[src/rtl/irq_daisy_pkg.sv]
package irq_daisy_pkg;
   localparam int SRC_COUNT = 6;
   localparam int CODE_W    = 3;
   localparam logic [CODE_W-1:0] CODE_IDLE = 3'b011;

   // bit order of sources = priority, index 0 highest
   function automatic logic [CODE_W-1:0] src_code(input int idx);
      logic [CODE_W-1:0] c;
      case (idx)
         0:       c = 3'b110;
         1:       c = 3'b100;
         2:       c = 3'b101;
         3:       c = 3'b010;
         4:       c = 3'b000;
         5:       c = 3'b001;
         default: c = CODE_IDLE;
      endcase
      return c;
   endfunction
endpackage

[src/rtl/irq_daisy_prio.sv]
module irq_daisy_prio
   import irq_daisy_pkg::*;
#(
   parameter int NSRC      = SRC_COUNT,
   parameter int VEC_W     = 8,
   parameter int MOD_LSB   = 1,
   parameter bit ALLOW_MOD = 1'b1
) (
   input  logic [NSRC-1:0]  pend,
   input  logic [NSRC-1:0]  en,
   input  logic [NSRC-1:0]  ius,
   input  logic [VEC_W-1:0] base,
   input  logic             mod_en,
   output logic [NSRC-1:0]  eligible,
   output logic [NSRC-1:0]  grant,
   output logic [VEC_W-1:0] vector
);
   localparam logic [VEC_W-1:0] FIELD_MASK = VEC_W'({CODE_W{1'b1}}) << MOD_LSB;

   logic [NSRC-1:0]   blocked;
   logic [NSRC-1:0]   taken;
   logic [CODE_W-1:0] code_parts [NSRC];
   logic [CODE_W-1:0] code;

   generate
      if (MOD_LSB + CODE_W > VEC_W) begin : g_bad_field
         $error("vector code field does not fit the vector width");
      end
      if (NSRC != SRC_COUNT) begin : g_bad_count
         $error("source count must match the code table");
      end

      for (genvar i = 0; i < NSRC; i++) begin : g_chain
         if (i == 0) begin : g_head
            assign blocked[i] = ius[i];
            assign taken[i]   = eligible[i];
            assign grant[i]   = eligible[i];
         end else begin : g_tail
            assign blocked[i] = blocked[i-1] | ius[i];
            assign taken[i]   = taken[i-1] | eligible[i];
            assign grant[i]   = eligible[i] & ~taken[i-1];
         end
         assign eligible[i]   = pend[i] & en[i] & ~blocked[i];
         assign code_parts[i] = grant[i] ? src_code(i) : '0;
      end
   endgenerate

   always_comb begin
      code = (|eligible) ? '0 : CODE_IDLE;
      for (int k = 0; k < NSRC; k++) code = code | code_parts[k];
   end

   generate
      if (ALLOW_MOD) begin : g_mod
         assign vector = mod_en
            ? ((base & ~FIELD_MASK) | (VEC_W'(code) << MOD_LSB))
            : base;
      end else begin : g_plain
         assign vector = base;
      end
   endgenerate
endmodule

[src/rtl/irq_daisy_state.sv]
module irq_daisy_state #(
   parameter int NSRC = 6
) (
   input  logic            clk,
   input  logic            rst_n,
   input  logic [NSRC-1:0] src_req,
   input  logic            m1_n,
   input  logic            ack_first,
   input  logic [NSRC-1:0] grant,
   input  logic            reti_hit,
   output logic [NSRC-1:0] pend_q,
   output logic [NSRC-1:0] ius_q
);
   logic [NSRC-1:0] hold_q;
   logic [NSRC-1:0] clr_q;
   logic [NSRC-1:0] ius_set;
   logic [NSRC-1:0] ius_clr;

   assign ius_set = ack_first ? grant : '0;
   // lowest set bit is the highest-priority latch
   assign ius_clr = reti_hit ? (ius_q & ~(ius_q - NSRC'(1))) : '0;

   always_ff @(posedge clk) begin
      if (!rst_n) begin
         pend_q <= '0;
         hold_q <= '0;
         clr_q  <= '0;
         ius_q  <= '0;
      end else begin
         if (m1_n) begin
            pend_q <= (pend_q & ~clr_q) | src_req | hold_q;
            hold_q <= '0;
            clr_q  <= '0;
         end else begin
            hold_q <= hold_q | src_req;
            clr_q  <= clr_q | ius_set;
         end
         ius_q <= (ius_q | ius_set) & ~ius_clr;
      end
   end

   assert_pend_frozen_R4: assert property (@(posedge clk) disable iff (!rst_n)
      !m1_n |=> $stable(pend_q));

   assert_ius_only_by_ack_R5: assert property (@(posedge clk) disable iff (!rst_n)
      !ack_first |=> ($countones(ius_q) <= $countones($past(ius_q))));

   assert_grant_onehot_R2: assert property (@(posedge clk) disable iff (!rst_n)
      $onehot0(grant));
endmodule

[src/rtl/irq_daisy_opwatch.sv]
module irq_daisy_opwatch #(
   parameter int          BUS_W  = 8,
   parameter logic [7:0]  PREFIX = 8'hED,
   parameter logic [7:0]  RET_OP = 8'h4D
) (
   input  logic             clk,
   input  logic             rst_n,
   input  logic             m1_n,
   input  logic             rd_n,
   input  logic             iorq_n,
   input  logic [BUS_W-1:0] dbus,
   input  logic             iei,
   output logic             ed_seen,
   output logic             reti_hit
);
   generate
      if (BUS_W != 8) begin : g_bad_bus
         $error("opcode watch expects an 8-bit bus");
      end
   endgenerate

   logic fetch_now;
   logic fetch_q;
   logic fetch_first;

   assign fetch_now   = !m1_n && !rd_n && iorq_n;
   assign fetch_first = fetch_now && !fetch_q;
   assign reti_hit    = fetch_first && ed_seen && (dbus == RET_OP) && iei;

   always_ff @(posedge clk) begin
      if (!rst_n) begin
         fetch_q <= 1'b0;
         ed_seen <= 1'b0;
      end else begin
         fetch_q <= fetch_now;
         if (fetch_first) ed_seen <= (dbus == PREFIX);
      end
   end

   assert_prefix_only_on_fetch_R10: assert property (@(posedge clk) disable iff (!rst_n)
      (m1_n || !rd_n == 1'b0) |=> $stable(ed_seen));

   assert_reti_needs_prefix_R9: assert property (@(posedge clk) disable iff (!rst_n)
      reti_hit |-> (ed_seen && !m1_n));
endmodule

[src/rtl/irq_daisy_ctrl.sv]
module irq_daisy_ctrl
   import irq_daisy_pkg::*;
#(
   parameter int NSRC      = SRC_COUNT,
   parameter int VEC_W     = 8,
   parameter int MOD_LSB   = 1,
   parameter bit ALLOW_MOD = 1'b1
) (
   input  logic             clk,
   input  logic             rst_n,
   input  logic [NSRC-1:0]  src_req,
   input  logic [NSRC-1:0]  src_en,
   input  logic             m1_n,
   input  logic             iorq_n,
   input  logic             rd_n,
   input  logic [VEC_W-1:0] dbus_in,
   input  logic             iei,
   input  logic [VEC_W-1:0] vec_base,
   input  logic             vec_mod_en,
   output logic             int_n,
   output logic             ieo,
   output logic [VEC_W-1:0] vec_out,
   output logic             vec_oe
);
   logic [NSRC-1:0]  pend_q;
   logic [NSRC-1:0]  ius_q;
   logic [NSRC-1:0]  eligible;
   logic [NSRC-1:0]  grant;
   logic [VEC_W-1:0] vector;
   logic             ack_now;
   logic             ack_q;
   logic             ack_first;
   logic             ed_seen;
   logic             reti_hit;
   logic [VEC_W-1:0] vec_q;

   assign ack_now   = !m1_n && !iorq_n && iei;
   assign ack_first = ack_now && !ack_q;

   irq_daisy_prio #(
      .NSRC(NSRC), .VEC_W(VEC_W), .MOD_LSB(MOD_LSB), .ALLOW_MOD(ALLOW_MOD)
   ) u_prio (
      .pend(pend_q), .en(src_en), .ius(ius_q), .base(vec_base),
      .mod_en(vec_mod_en), .eligible(eligible), .grant(grant), .vector(vector)
   );

   irq_daisy_state #(.NSRC(NSRC)) u_state (
      .clk(clk), .rst_n(rst_n), .src_req(src_req), .m1_n(m1_n),
      .ack_first(ack_first), .grant(grant), .reti_hit(reti_hit),
      .pend_q(pend_q), .ius_q(ius_q)
   );

   irq_daisy_opwatch #(.BUS_W(VEC_W)) u_opwatch (
      .clk(clk), .rst_n(rst_n), .m1_n(m1_n), .rd_n(rd_n), .iorq_n(iorq_n),
      .dbus(dbus_in), .iei(iei), .ed_seen(ed_seen), .reti_hit(reti_hit)
   );

   always_ff @(posedge clk) begin
      if (!rst_n) begin
         ack_q <= 1'b0;
         vec_q <= '0;
      end else begin
         ack_q <= ack_now;
         if (ack_first) vec_q <= vector;
      end
   end

   assign vec_out = vec_q;
   assign vec_oe  = ack_q && ack_now;
   assign int_n   = !((|eligible) && iei);
   assign ieo     = iei && !(|ius_q) && (ed_seen || !(|(pend_q & src_en)));

   assert_ieo_blocked_R3: assert property (@(posedge clk) disable iff (!rst_n)
      (|ius_q) |-> !ieo);

   assert_int_gated_R7: assert property (@(posedge clk) disable iff (!rst_n)
      !iei |-> int_n);

   assert_vec_only_in_ack_R5: assert property (@(posedge clk) disable iff (!rst_n)
      vec_oe |-> (!m1_n && !iorq_n && iei));

   assert_vec_stable_R5: assert property (@(posedge clk) disable iff (!rst_n)
      (vec_oe && $past(vec_oe)) |-> $stable(vec_out));

   assert_masked_no_int_R8: assert property (@(posedge clk) disable iff (!rst_n)
      (ius_q[0] && !(|(pend_q & src_en & ~ius_q))) |-> int_n);
endmodule

[config.mk]
export PLATFORM = sky130hd
export DESIGN_NAME = irq_daisy_ctrl
export DESIGN_NICKNAME = d
export VERILOG_FILES = /design/src/rtl/irq_daisy_pkg.sv /design/src/rtl/irq_daisy_prio.sv /design/src/rtl/irq_daisy_state.sv /design/src/rtl/irq_daisy_opwatch.sv /design/src/rtl/irq_daisy_ctrl.sv
export SDC_FILE = /design/constraint.sdc
export NUM_CORES = 1
export LEC_CHECK = 0
export BUFFER_PORTS_ARGS = -buffer_cell sky130_fd_sc_hd__buf_2
export CAP_MARGIN = 20
export CELL_PAD_IN_SITES_DETAIL_PLACEMENT = 1
export CELL_PAD_IN_SITES_GLOBAL_PLACEMENT = 2
export CORE_MARGIN = 1.5
export CORE_UTILIZATION = 30
export CTS_BUF_LIST = sky130_fd_sc_hd__clkbuf_4
export CTS_CLUSTER_DIAMETER = 120
export DETAILED_ROUTE_END_ITERATION = 8
export GPL_TIMING_DRIVEN = 0
export PLACE_DENSITY = 0.86
export SYNTH_ARGS = -nofsm -noshare
export SYNTH_HDL_FRONTEND = slang
export SYNTH_SLANG_ARGS = --single-unit
[constraint.sdc]
create_clock -name clk -period 2.4 [get_ports clk]
set_input_delay 0.48 -clock clk [delete_from_list [all_inputs] [get_ports clk]]
set_output_delay 0.48 -clock clk [all_outputs]
set_load 0.02 [all_outputs]
Word level (Yosys, flattened, before mapping)
Index checks and enable logic that the tools add are counted.
{"block": "word_totals", "wordCells": 102, "regBits": 35, "out_inout_bits": 11, "inputBits": 35}
{"block": "op_classes", "mux": 9, "add_sub_neg": 1, "bitwise": 56, "n_reduce_logical": 26, "eq_ne": 2}
{"op": "6-bit bitwise OR", "count": 5}
{"op": "6-bit bitwise AND", "count": 4}
{"op": "6-bit inverter", "count": 3}
{"op": "6-bit OR reduction", "count": 3}
{"op": "1-bit bitwise AND", "count": 17}
{"op": "3-bit bitwise OR", "count": 5}
{"op": "1-bit logical AND", "count": 13}
{"op": "6-bit 2-to-1 mux", "count": 2}
{"op": "1-bit inverter", "count": 12}
{"op": "3-bit 2-to-1 mux", "count": 3}
{"op": "1-bit bitwise OR", "count": 9}
{"op": "8-bit by 7-bit == test with 1-bit output (second input constant)", "count": 1}
{"op": "8-bit == test (second input constant)", "count": 1}
{"op": "1-bit logical NOT", "count": 8}
{"op": "8-bit 2-to-1 mux", "count": 1}
{"op": "8-bit by 4-bit bitwise OR with 8-bit output", "count": 1}
{"op": "6-bit by 1-bit subtractor with 6-bit output (second input constant)", "count": 1}
{"op": "2-bit 2-to-1 mux", "count": 2}
{"op": "2-bit OR reduction", "count": 1}
{"op": "1-bit logical OR", "count": 1}
{"op": "1-bit 2-to-1 mux", "count": 1}

Depth between registers and ports, before layout
Gate-level depths: netlist of run 1.
{"block": "logic_depth", "word_depth": 16, "depth_mapped": 5, "mapped_depth_nobuf": 4}

By module
Synthesis of run 1 repeated with hierarchy kept, for this count alone.
{"block": "hier_totals", "cells_unflattened": 200, "area_unflattened_um2": 1716.6}
{"module": "irq_daisy_state", "instances": 1, "cells_each": 99, "area_per_inst_um2": 882.1, "seq_area_each_um2": 480.5}
{"module": "irq_daisy_ctrl", "instances": 1, "cells_each": 49, "area_per_inst_um2": 452.9, "seq_area_each_um2": 180.2}
{"module": "irq_daisy_prio", "instances": 1, "cells_each": 38, "area_per_inst_um2": 255.2, "seq_area_each_um2": 0.0}
{"module": "irq_daisy_opwatch", "instances": 1, "cells_each": 14, "area_per_inst_um2": 126.4, "seq_area_each_um2": 40.0}

Least setup slack after synthesis of run 1
Ideal clock, no wire load.
{"block": "synth_path", "kind": "input to output", "start": "input src_en[1]", "end": "output int_n", "path_slack_ns": 0.074, "path_stages": 3, "required_ns": 1.920, "arrival_ns": 1.846, "n_path_buf": 0, "cell_sequence": "and4bb_2 > or2_2 > o41ai_1"}
{"block": "synth_via", "elab_chain_cells": 5}
{"element": "from (decl)", "line_no": "irq_daisy_ctrl.sv:12", "text": "input logic [NSRC-1:0] src_en,"}
{"element": "1-bit bitwise AND (2 in series)", "line_no": "irq_daisy_prio.sv:43", "text": "assign eligible[i] = pend[i] & en[i] & ~blocked[i];"}
{"element": "6-bit OR reduction", "line_no": "irq_daisy_ctrl.sv:70", "text": "assign int_n = !((|eligible) && iei);"}
{"element": "1-bit logical AND", "line_no": "irq_daisy_ctrl.sv:70"}
{"element": "1-bit logical NOT", "line_no": "irq_daisy_ctrl.sv:70"}
{"element": "to (decl)", "line_no": "irq_daisy_ctrl.sv:20", "text": "output logic int_n,"}
Every way passes these cells.

Worst setup path after layout of run 1
{"block": "layout_path", "start": "register u_state.ius_q[0]", "end": "output int_n"}
{"block": "layout_via", "elab_chain_cells": 10}
{"element": "from (decl)", "line_no": "irq_daisy_state.sv:12", "text": "output logic [NSRC-1:0] ius_q"}
{"element": "from (signal assigned)", "line_no": "irq_daisy_state.sv:38", "text": "ius_q <= (ius_q | ius_set) & ~ius_clr;"}
{"element": "1-bit bitwise OR (5 in series)", "line_no": "irq_daisy_prio.sv:39", "text": "assign blocked[i] = blocked[i-1] | ius[i];"}
{"element": "1-bit inverter", "line_no": "irq_daisy_prio.sv:43"}
{"element": "1-bit bitwise AND", "line_no": "irq_daisy_prio.sv:43"}
{"element": "6-bit OR reduction (*)", "line_no": "irq_daisy_ctrl.sv:70"}
{"element": "1-bit logical AND (*)", "line_no": "irq_daisy_ctrl.sv:70"}
{"element": "1-bit logical NOT (*)", "line_no": "irq_daisy_ctrl.sv:70"}
Mark *: on every way between the ends. The rest lies on a longest branch, timed or not.

==> results of run 1 <==
-- cells in the mapped netlist, types with 2 or more instances --
cell type   n
nor3b_1     2
clkbuf_1    5
nor2_1     20
o21ai_0    10
inv_1       2
nor4bb_1    2
nor2b_1     2
and2_1      2
o211ai_1    2
nand2b_1    2
dfxtp_1    35
nor3_1      5
nand3_1     2
a21oi_1    23
a211oi_1    2
nand2_1    32
nand4_1     2
o31ai_1     3
or2_2       2
a22oi_1     2
and3_1      3
-- worst max-delay path, stage by stage (launching register included) --
cell and delay (ps):
dfxtp_4 370, or4_4 610, a211oi_4 220, o41ai_2 110, buf_4 160
-- cells by family (layout without fill, tap and decap cells) --
kind of cell	Yosys count	count (layout)
buffers and inverters	9	62
AO/OA/AOI/OAI	50	50
AND/OR/NAND/NOR	87	87
flip-flops	35	35
-- worst paths after layout --
path                     from                 to  slack, ps  cells after the start
max          u_state.ius_q[0]              int_n         90                      4
max reg2reg  u_state.ius_q[0]         vec_out[1]        470                      4
min                      rd_n  u_opwatch.fetch_q        300                      2
min reg2reg        vec_out[0]         vec_out[0]        460                      2
-- stage by stage --
step	instances	cell area, sq um	power [mW]
2_1_floorplan	181	1510	0.710
3_3_place_gp	292	1810	0.774
3_5_place_dp	292	1810	0.777
4_1_cts	302	1920	1.12
5_1_grt	301	1930	1.17
6_report	301	1930	1.10
-- per-layer routing --
layer  vias to the layer above  track usage, %  wire length, um
met5                         -               0                0
met4                         0            7.41               77
met3                         7            4.53              169
met2                        29            26.4             1940
met1                       684            22.5             1970
li1                        751               -                -
-- power by group through the flow --
stage / logic, mW / clock network [mW] / registers [mW]
floorplan: 0.0804 / 0 / 0.629
global placement: 0.149 / 0 / 0.625
detailed placement: 0.151 / 0 / 0.626
CTS: 0.158 / 0.354 / 0.612
global route: 0.176 / 0.379 / 0.614
finish: 0.158 / 0.333 / 0.611
-- layout make-up --
type	count	area, sq um
inverters	3	11.3
flip-flops and latches	35	708
fillers	591	2860
multi-input cells	137	808
well taps	67	83.8
repair buffers	46	240
plain buffers	5	18.8
clock buffers	7	52.6
clock inverters	1	5.00
-- timing repair --
action / 4_1_cts / 5_1_grt
hold buffers: 0 / 0
pin swaps: 2 / 2
setup buffers: 2 / 0
setup endpoints to repair: 2 / 2
resized for setup: 10 / 4
-- sequential cells by signal (all words and copies together) (netlist names) --
register,cells
u_opwatch.fetch_q,1
u_state.hold_q,6
u_opwatch.ed_seen,1
vec_out,8
u_state.ius_q,6
u_state.clr_q,6
u_state.pend_q,6
ack_q,1
==> flow_summary.toml, run 1 <==
[yosys]
synth-simple-area-share_pct = 29.9
synth_top_area_cell = "dfxtp_1"
ys_seq_area_share_pct = 46.4
yosys.area.top_type_share_pct = 46.4
synth_flop_cell = "dfxtp_1"
yosysWarnings = 0
synth_cell_type_count = 42
synthAdderAreaFrac_pct = 0
syn_area_sq_mm = 0.00151
synth_xor_area_share_pct = 0
synth_edf_count = 0
synth_seq_cells = 35
postSynthAreaPerCell_sq_um = 8.34
synth_top_family_by_area = "simple AND/OR/NAND/NOR gates"
async_reset_ff_share_pct = 0
synth_nets = 216
ys_top_cells_by_area = "dfxtp_1 (46%), nand2_1 (8.0%), a21oi_1 (7.6%)"
muxShareOfSynthArea_pct = 0
synth_compound_area_share_pct = 21.4
synthCells = 181

[cells_and_area]
antennaDiodeCount = 0
areaGrowthSynthToFinish_pct = 27.8
layout.nets = 268
final_common_cell = "buf_2"
fin_util_pct = 40.3
final_cell_mix = "buf_2 (42), dfxtp_1 (33), nand2_1 (32), a21oi_1 (23), nor2_1 (20)"
drive_above_1_share_pct = 28.2

[timing]
relSlewSlack_pct = 35.7
worst_pin_slew_ps = 962
finalMaxSlewViolations = 0
tns_ps = 0
whs_ps = 300
hold_viol_final = 0
fmax_ghz = 0.433
rsz0062_at_grt = "false"
fin_skew_ps = 7.50
setup_violations = 0
finalCriticalPeriod_ps = 2310
setup_ws_ps = 90.2
finalCritPeriodShare_pct = 96.2

[power]
leakage_nw = 0.769
switching_share_pct = 27.1
switchingPower_uw = 298
pwr-share-seq_pct = 55.4
p_per_area_mw_per_mm2 = 571
p_clk_share_pct = 30.2
p_comb_share_pct = 14.3
vdd_drop_max_v = 0.000352
intPower_uw = 803

[critical_path]
worstSetupEndpointType = "output pin"
arrival_ps = 1830
startpoint_type = "flip-flop"
path_class = "flip-flop to output pin"
cp_max_fo = 8
required_ps = 1920

[placement]
place_congestion = 0.787
portBuffers = 44
dpl.hpwl_um = 3120
dpl_worst_slack_ps = 127

[global_route]
track_usage_pct = 17.1
grt_max_degree = 11
grt_overflow = 0
grt_pass1_vias = 1430
grt_antenna_before_repair = 0
grt_pass1_wl_um = 6910

[drt]
wl_per_cell_um = 13.8
drt_iter0_markers = 66
vias_per_cell = 4.89
first_pass_iters = 4
routed_wl_um = 4160
drc_errors = 0
vias = 1471
detail-route-antenna-nets = 0

[run_status]
status = "complete, no violations"

[floorplan]
die_h_um = 73.9
ios = 46
coreArea_sq_mm = 0.00479
dieArea_sq_mm = 0.00546
die_x_um = 73.9
placementRows = 25
start_util_pct = 31.5

[cts]
cts.htree.levels = 2
cts_made_buffers = 5
clkSlewWorstSetupHoldPaths_ps = 100
cts_sinks = 35
clockRootBuffer = "clkbuf_4"
clockBufferDepth = 2
cts_tree = "yes"
clk_latency_ps = 350

[worst_hold_path]
hp-class = "input pin to flip-flop"

[job]
cap_violations = 0
No activity file was read; power rests on OpenSTA's default activity.
==> inputs of run 2 (changes only) <==
- BUFFER_PORTS_ARGS: -buffer_cell sky130_fd_sc_hd__buf_2 -> -buffer_cell sky130_fd_sc_hd__buf_4
- CORE_UTILIZATION: 30 -> 31
- CTS_CLUSTER_DIAMETER: 120 -> default
- SYNTH_HIERARCHICAL: default -> 1
==> run 2 against run 1 <==
  * Routed wire length grew 9.0%
  * Final area grew 19%
  * Register-to-register slack lost 40 ps
  * Core utilization grew 3.4 points
  * Largest cell class unchanged
  * Clock power shrank 3%
  * Synthesized cell count grew 10%
  * Fmax shrank 1.2%
==> flow_summary.toml, run 2 <==
[run_status]
status = "complete, no violations"

[yosys]
yosys.area.top_type_share_pct = 40.8
synthCells = 200
ys_top_cells_by_area = "dfxtp_1 (41%), nand2_1 (8.1%), nor2_1 (5.9%)"
synth_flop_cell = "dfxtp_1"
synth_commonest_cells = "nand2_1 (37), dfxtp_1 (35), nor2_1 (27), a21boi_1 (8), a21boi_2 (8)"
async_reset_ff_share_pct = 0
synth_top_area_cell = "dfxtp_1"
yosysMostFrequentCell = "nand2_1"
synth_nets = 235
synth_edf_count = 0
syn_area_sq_mm = 0.00172
synth_seq_cells = 35
yosysWarnings = 6
ys_seq_area_share_pct = 40.8
postSynthAreaPerCell_sq_um = 8.58
synth_cell_type_count = 43

[critical_path]
startpoint_type = "flip-flop"
path_class = "flip-flop to output pin"
r2r_end = "u_state/ius_q[5]"
r2r-start = "u_state/ius_q[1]"
crit_buf_inv = 2
cp_max_fo = 7
cp_slowest_stage_delay_ps = 580
crit_chain = "buf_6, or4_4, nor3_4, o31ai_4, buf_6"
cp_top_family = "simple AND/OR/NAND/NOR gates"
required_ps = 1920
worstSetupEndpointType = "output pin"
rr_worst_depth = 8
slowest_stage = "or4_4"
path_depth = 5
arrival_ps = 1860
rrSetupSlack_ps = 430
crit_top_cell = "buf_6"

[worst_hold_path]
hp-start = "rd_n"
hp-class = "input pin to flip-flop"
worstHoldEndpoint = "u_opwatch/fetch_q"
whs_path_depth = 2

[floorplan]
placementRows = 26
die_h_um = 77.4
start_util_pct = 32.8
dieArea_sq_mm = 0.00599
die_x_um = 77.4
coreArea_sq_mm = 0.00524
ios = 46

[cts]
clk_latency_ps = 350
clkSlewWorstSetupHoldPaths_ps = 110
cts.htree.levels = 2
clockRootBuffer = "clkbuf_4"
cts_sinks = 35
clockBufferDepth = 2
cts_tree = "yes"
cts_hold_buffers = 0
cts_made_buffers = 5

[power]
p_per_area_mw_per_mm2 = 501
leakage_nw = 0.930
vdd_drop_max_v = 0.000296

[cells_and_area]
areaGrowthSynthToFinish_pct = 33.4
antennaDiodeCount = 0
final_common_cell = "buf_4"
drive_above_1_share_pct = 36.6
nFillCells = 651
layout.nets = 291
largest_reg_flops = 8
fin_util_pct = 43.7
final_cell_mix = "buf_4 (54), nand2_1 (37), dfxtp_1 (31), nor2_1 (27)"

[drt]
vias_per_cell = 4.85
vias = 1586
drt_iter0_markers = 59
routed_wl_um = 4530
drc_errors = 0
wl_per_cell_um = 13.9
detail-route-antenna-nets = 0
first_pass_iters = 4

[timing]
setup_violations = 0
tns_ps = 0
worst_pin_slew_ps = 395
relSlewSlack_pct = 73.6
finalCritPeriodShare_pct = 97.4
fin_skew_ps = 11.4
finalMaxSlewViolations = 0
hold_viol_final = 0
fmax_ghz = 0.428
finalCriticalPeriod_ps = 2340

[placement]
dpl.hpwl_um = 3310
portBuffers = 40
place_congestion = 0.742

[global_route]
grt_pass1_wl_um = 7440
grt_antenna_before_repair = 0
grt_pass1_vias = 1540
grt_max_degree = 18
track_usage_pct = 15.7
grt_overflow = 0

[job]
cap_violations = 0
-- run 2: cell count changes after synthesis, moves of 4 or more --
cell      before  now
a31oi_1        0    5
a21oi_1       23    5
clkbuf_1       5    0
a21boi_2       0    8
nor2_1        20   27
a21boi_1       0    8
nand2_1       32   37
nand3b_1       1    5
buf_4          0    7
-- run 2: how the worst max path moves through the flow --
stage	slack (ps)	start	end
floorplan	160	u_state/ius_q[1]	int_n
global placement	140	src_en[1]	int_n
detailed placement	70	src_en[1]	int_n
CTS	-10	u_state/ius_q[0]	int_n
global route	-3	u_state/ius_q[0]	int_n
finish	60	u_state/ius_q[1]	int_n
-- run 2: through the flow --
step	setup WS [ps]	hold slack [ps]	instances	power [mW]	area, sq um
global placement	136	441	310	0.817	2100
finish	61.7	308	327	1.15	2290
floorplan	159	429	200	0.733	1720
detailed placement	66.7	455	310	0.821	2100
global route	-2.75	289	327	1.22	2290
CTS	-12.8	300	323	1.15	2230
-- run 2: area by class of cell --
type                    instances  area [sq um]  area share, %
plain buffers                  11          91.3           3.99
clock buffers                   5          37.5           1.64
flip-flops and latches         35           713           31.1
well taps                      70          87.6           3.83
repair buffers                 49           375           16.4
multi-input cells             148           935           40.8
clock inverters                 3          15.0          0.656
inverters                       6          35.0           1.53
-- run 2: power breakdown --
part	internal [mW]	switching (mW)	total, mW
Clock	0.107	0.216	0.324
Combinational	0.111	0.100	0.211
Sequential	0.598	0.0147	0.612
-- run 2: cells by family (layout without fill, tap and decap cells) --
kind of cell / Yosys count / count (layout) / synth area share, %
and+or+nand+nor: 103 / 103 / 32.4
AOI/OAI and AO/OA: 44 / 44 / 18.8
DFF: 35 / 35 / 40.8
buffers and inverters: 17 / 74 / 7.36
muxes: 1 / 1 / 0.583
-- run 2: metal layers --
layer | up-vias | share of wire (%) | track usage, %
met5 | - | 0 | 0
met4 | 0 | 1.3 | 4.36
met3 | 7 | 5.0 | 3.65
met2 | 39 | 48 | 27.5
met1 | 737 | 45 | 19.2
li1 | 803 | - | -
-- run 2: what timing repair did --
| action | 4_1_cts | 5_1_grt |
|---|---|---|
| setup endpoints to repair | 1 | 1 |
| pin swaps | 3 | 5 |
| buffers inserted | 5 | 4 |
| gates resized for setup | 10 | 6 |
==> inputs of run 3 (changes only) <==
- CELL_PAD_IN_SITES_GLOBAL_PLACEMENT: 2 -> 1
- CORE_UTILIZATION: 31 -> 40
- PLACE_DENSITY: 0.86 -> 0.87
==> run 3 against run 2 <==
  * Final cell count is 6.1% lower
  * Critical path depth stayed put
  * Fmax down 1.5%
  * Clock skew increased by 6.1 ps
  * Non-clock buffer count is the same
  * Critical endpoint unchanged
  * Highest routed layer unchanged
==> flow_summary.toml, run 3 (same netlist as run 2, synthesis figures left out) <==
[global_route]
grt_pass1_vias = 1573
grt_antenna_before_repair = 0
grt_max_degree = 18
grt_overflow = 0
grt_pass1_wl_um = 7360
track_usage_pct = 21.4

[power]
p_clk_share_pct = 29.0
switching_share_pct = 29.4
switchingPower_uw = 341
intPower_uw = 819
leakage_nw = 0.927
p_per_area_mw_per_mm2 = 514
pwr-share-seq_pct = 52.8
power.total_mw = 1.16
vdd_drop_max_v = 0.000336
p_comb_share_pct = 18.2

[cells_and_area]
regArea_sq_um = 713
nFillCells = 491
instances_no_fill = 307
final_common_cell = "buf_4"
final_cell_mix = "buf_4 (55), nand2_1 (37), dfxtp_1 (31), nor2_1 (27)"
antennaDiodeCount = 0
fin_util_pct = 55.6
multiInputGateArea_sq_um = 926
largest_reg_flops = 8
layout.nets = 291
areaGrowthSynthToFinish_pct = 31.5
drive_above_1_share_pct = 37.4
final_area_sq_mm = 0.00226

[timing]
hold_viol_final = 0
worst_pin_slew_ps = 421
relSlewSlack_pct = 71.9
fmax_ghz = 0.421
finalCriticalPeriod_ps = 2370
whs_ps = 323
setup_violations = 0
fin_skew_ps = 17.6
finalMaxSlewViolations = 0
finalCritPeriodShare_pct = 98.9

[floorplan]
dieArea_sq_mm = 0.00469
die_x_um = 68.5
ios = 46
start_util_pct = 42.3
coreArea_sq_mm = 0.00406
die_h_um = 68.5
placementRows = 23

[drt]
vias = 1636
routed_wl_um = 4840
detail-route-antenna-nets = 0
first_pass_iters = 4
drt_iter0_markers = 72
vias_per_cell = 5.33
wl_per_cell_um = 15.8
drc_errors = 0

[placement]
place_congestion = 0.818
portBuffers = 40
dpl.hpwl_um = 3270
dp_cells = 290
dpl-instance-area_sq_mm = 0.00208

[cts]
clockBufferDepth = 2
clkSlewWorstSetupHoldPaths_ps = 130
cts_tree = "yes"
cts_made_buffers = 5
cts_hold_buffers = 0
cts_sinks = 35
cts.htree.levels = 2
clockRootBuffer = "clkbuf_4"
clk_latency_ps = 350

[critical_path]
arrival_ps = 1890
crit_chain = "buf_6, or4_4, nor3_4, o31ai_2, buf_4"
crit_buf_inv = 2
cp_max_fo = 6
startpoint_type = "flip-flop"
cp_top_family = "simple AND/OR/NAND/NOR gates"
required_ps = 1920
cp_slowest_stage_delay_ps = 580
slowest_stage = "or4_4"
worstSetupEndpointType = "output pin"
path_class = "flip-flop to output pin"

[worst_hold_path]
hp-class = "input pin to flip-flop"

[run_status]
status = "complete, no violations"

[job]
cap_violations = 0
==> run 3: changes by cell type in the layout (fill, tap and decap cells not counted), sizes merged <==
cell	delta
clkinv	-1
clkinvlp	+1
==> run 3: path summary, 6_finish.rpt <==
kind                     start                end  slack, ps  cells after the start
max reg2reg   u_state/ius_q[1]   u_state/ius_q[5]        370                      8
min reg2reg  u_state/hold_q[5]  u_state/hold_q[5]        470                      2
min                       rd_n  u_opwatch/fetch_q        320                      2
max           u_state/ius_q[1]              int_n         30                      5
==> run 3: final cells by class <==
type	instances	area share, %
buffer	11	4.05
clock buffer	5	1.66
multi-input combinational	148	41.0
clock inverter	3	0.887
sequential	35	31.6
tap	50	2.77
inverter	6	1.55
timing repair buffer	49	16.5
==> run 3: power groups by stage <==
stage / Clock (mW) / Combinational [mW] / Sequential (mW)
after floorplan: 0 / 0.103 / 0.630
final: 0.337 / 0.211 / 0.613
after global routing: 0.371 / 0.230 / 0.615
after detailed placement: 0 / 0.190 / 0.628
after CTS: 0.346 / 0.198 / 0.613
after global placement: 0 / 0.187 / 0.627
==> run 3: stage by stage <==
step,setup slack [ps],setup TNS (ps)
finish,27.1,0
global route,-41.7,-41.7
CTS,-15.1,-15.1
detailed placement,114,0
global placement,116,0
floorplan,159,0
==> run 3: what timing repair did <==
item | CTS | global route
setup endpoints to repair | 1 | 1
pin swaps | 3 | 5
resized for setup | 7 | 7
buffers inserted | 5 | 4
==> run 3: metal layers <==
metal  part of all wire, %  global-route usage [%]  vias up
li1                      -                       -      801
met1                    44                    26.3      781
met2                    49                    36.8       42
met3                   4.3                    4.87       12
met4                   2.4                    6.75        0
met5                     0                       0        -
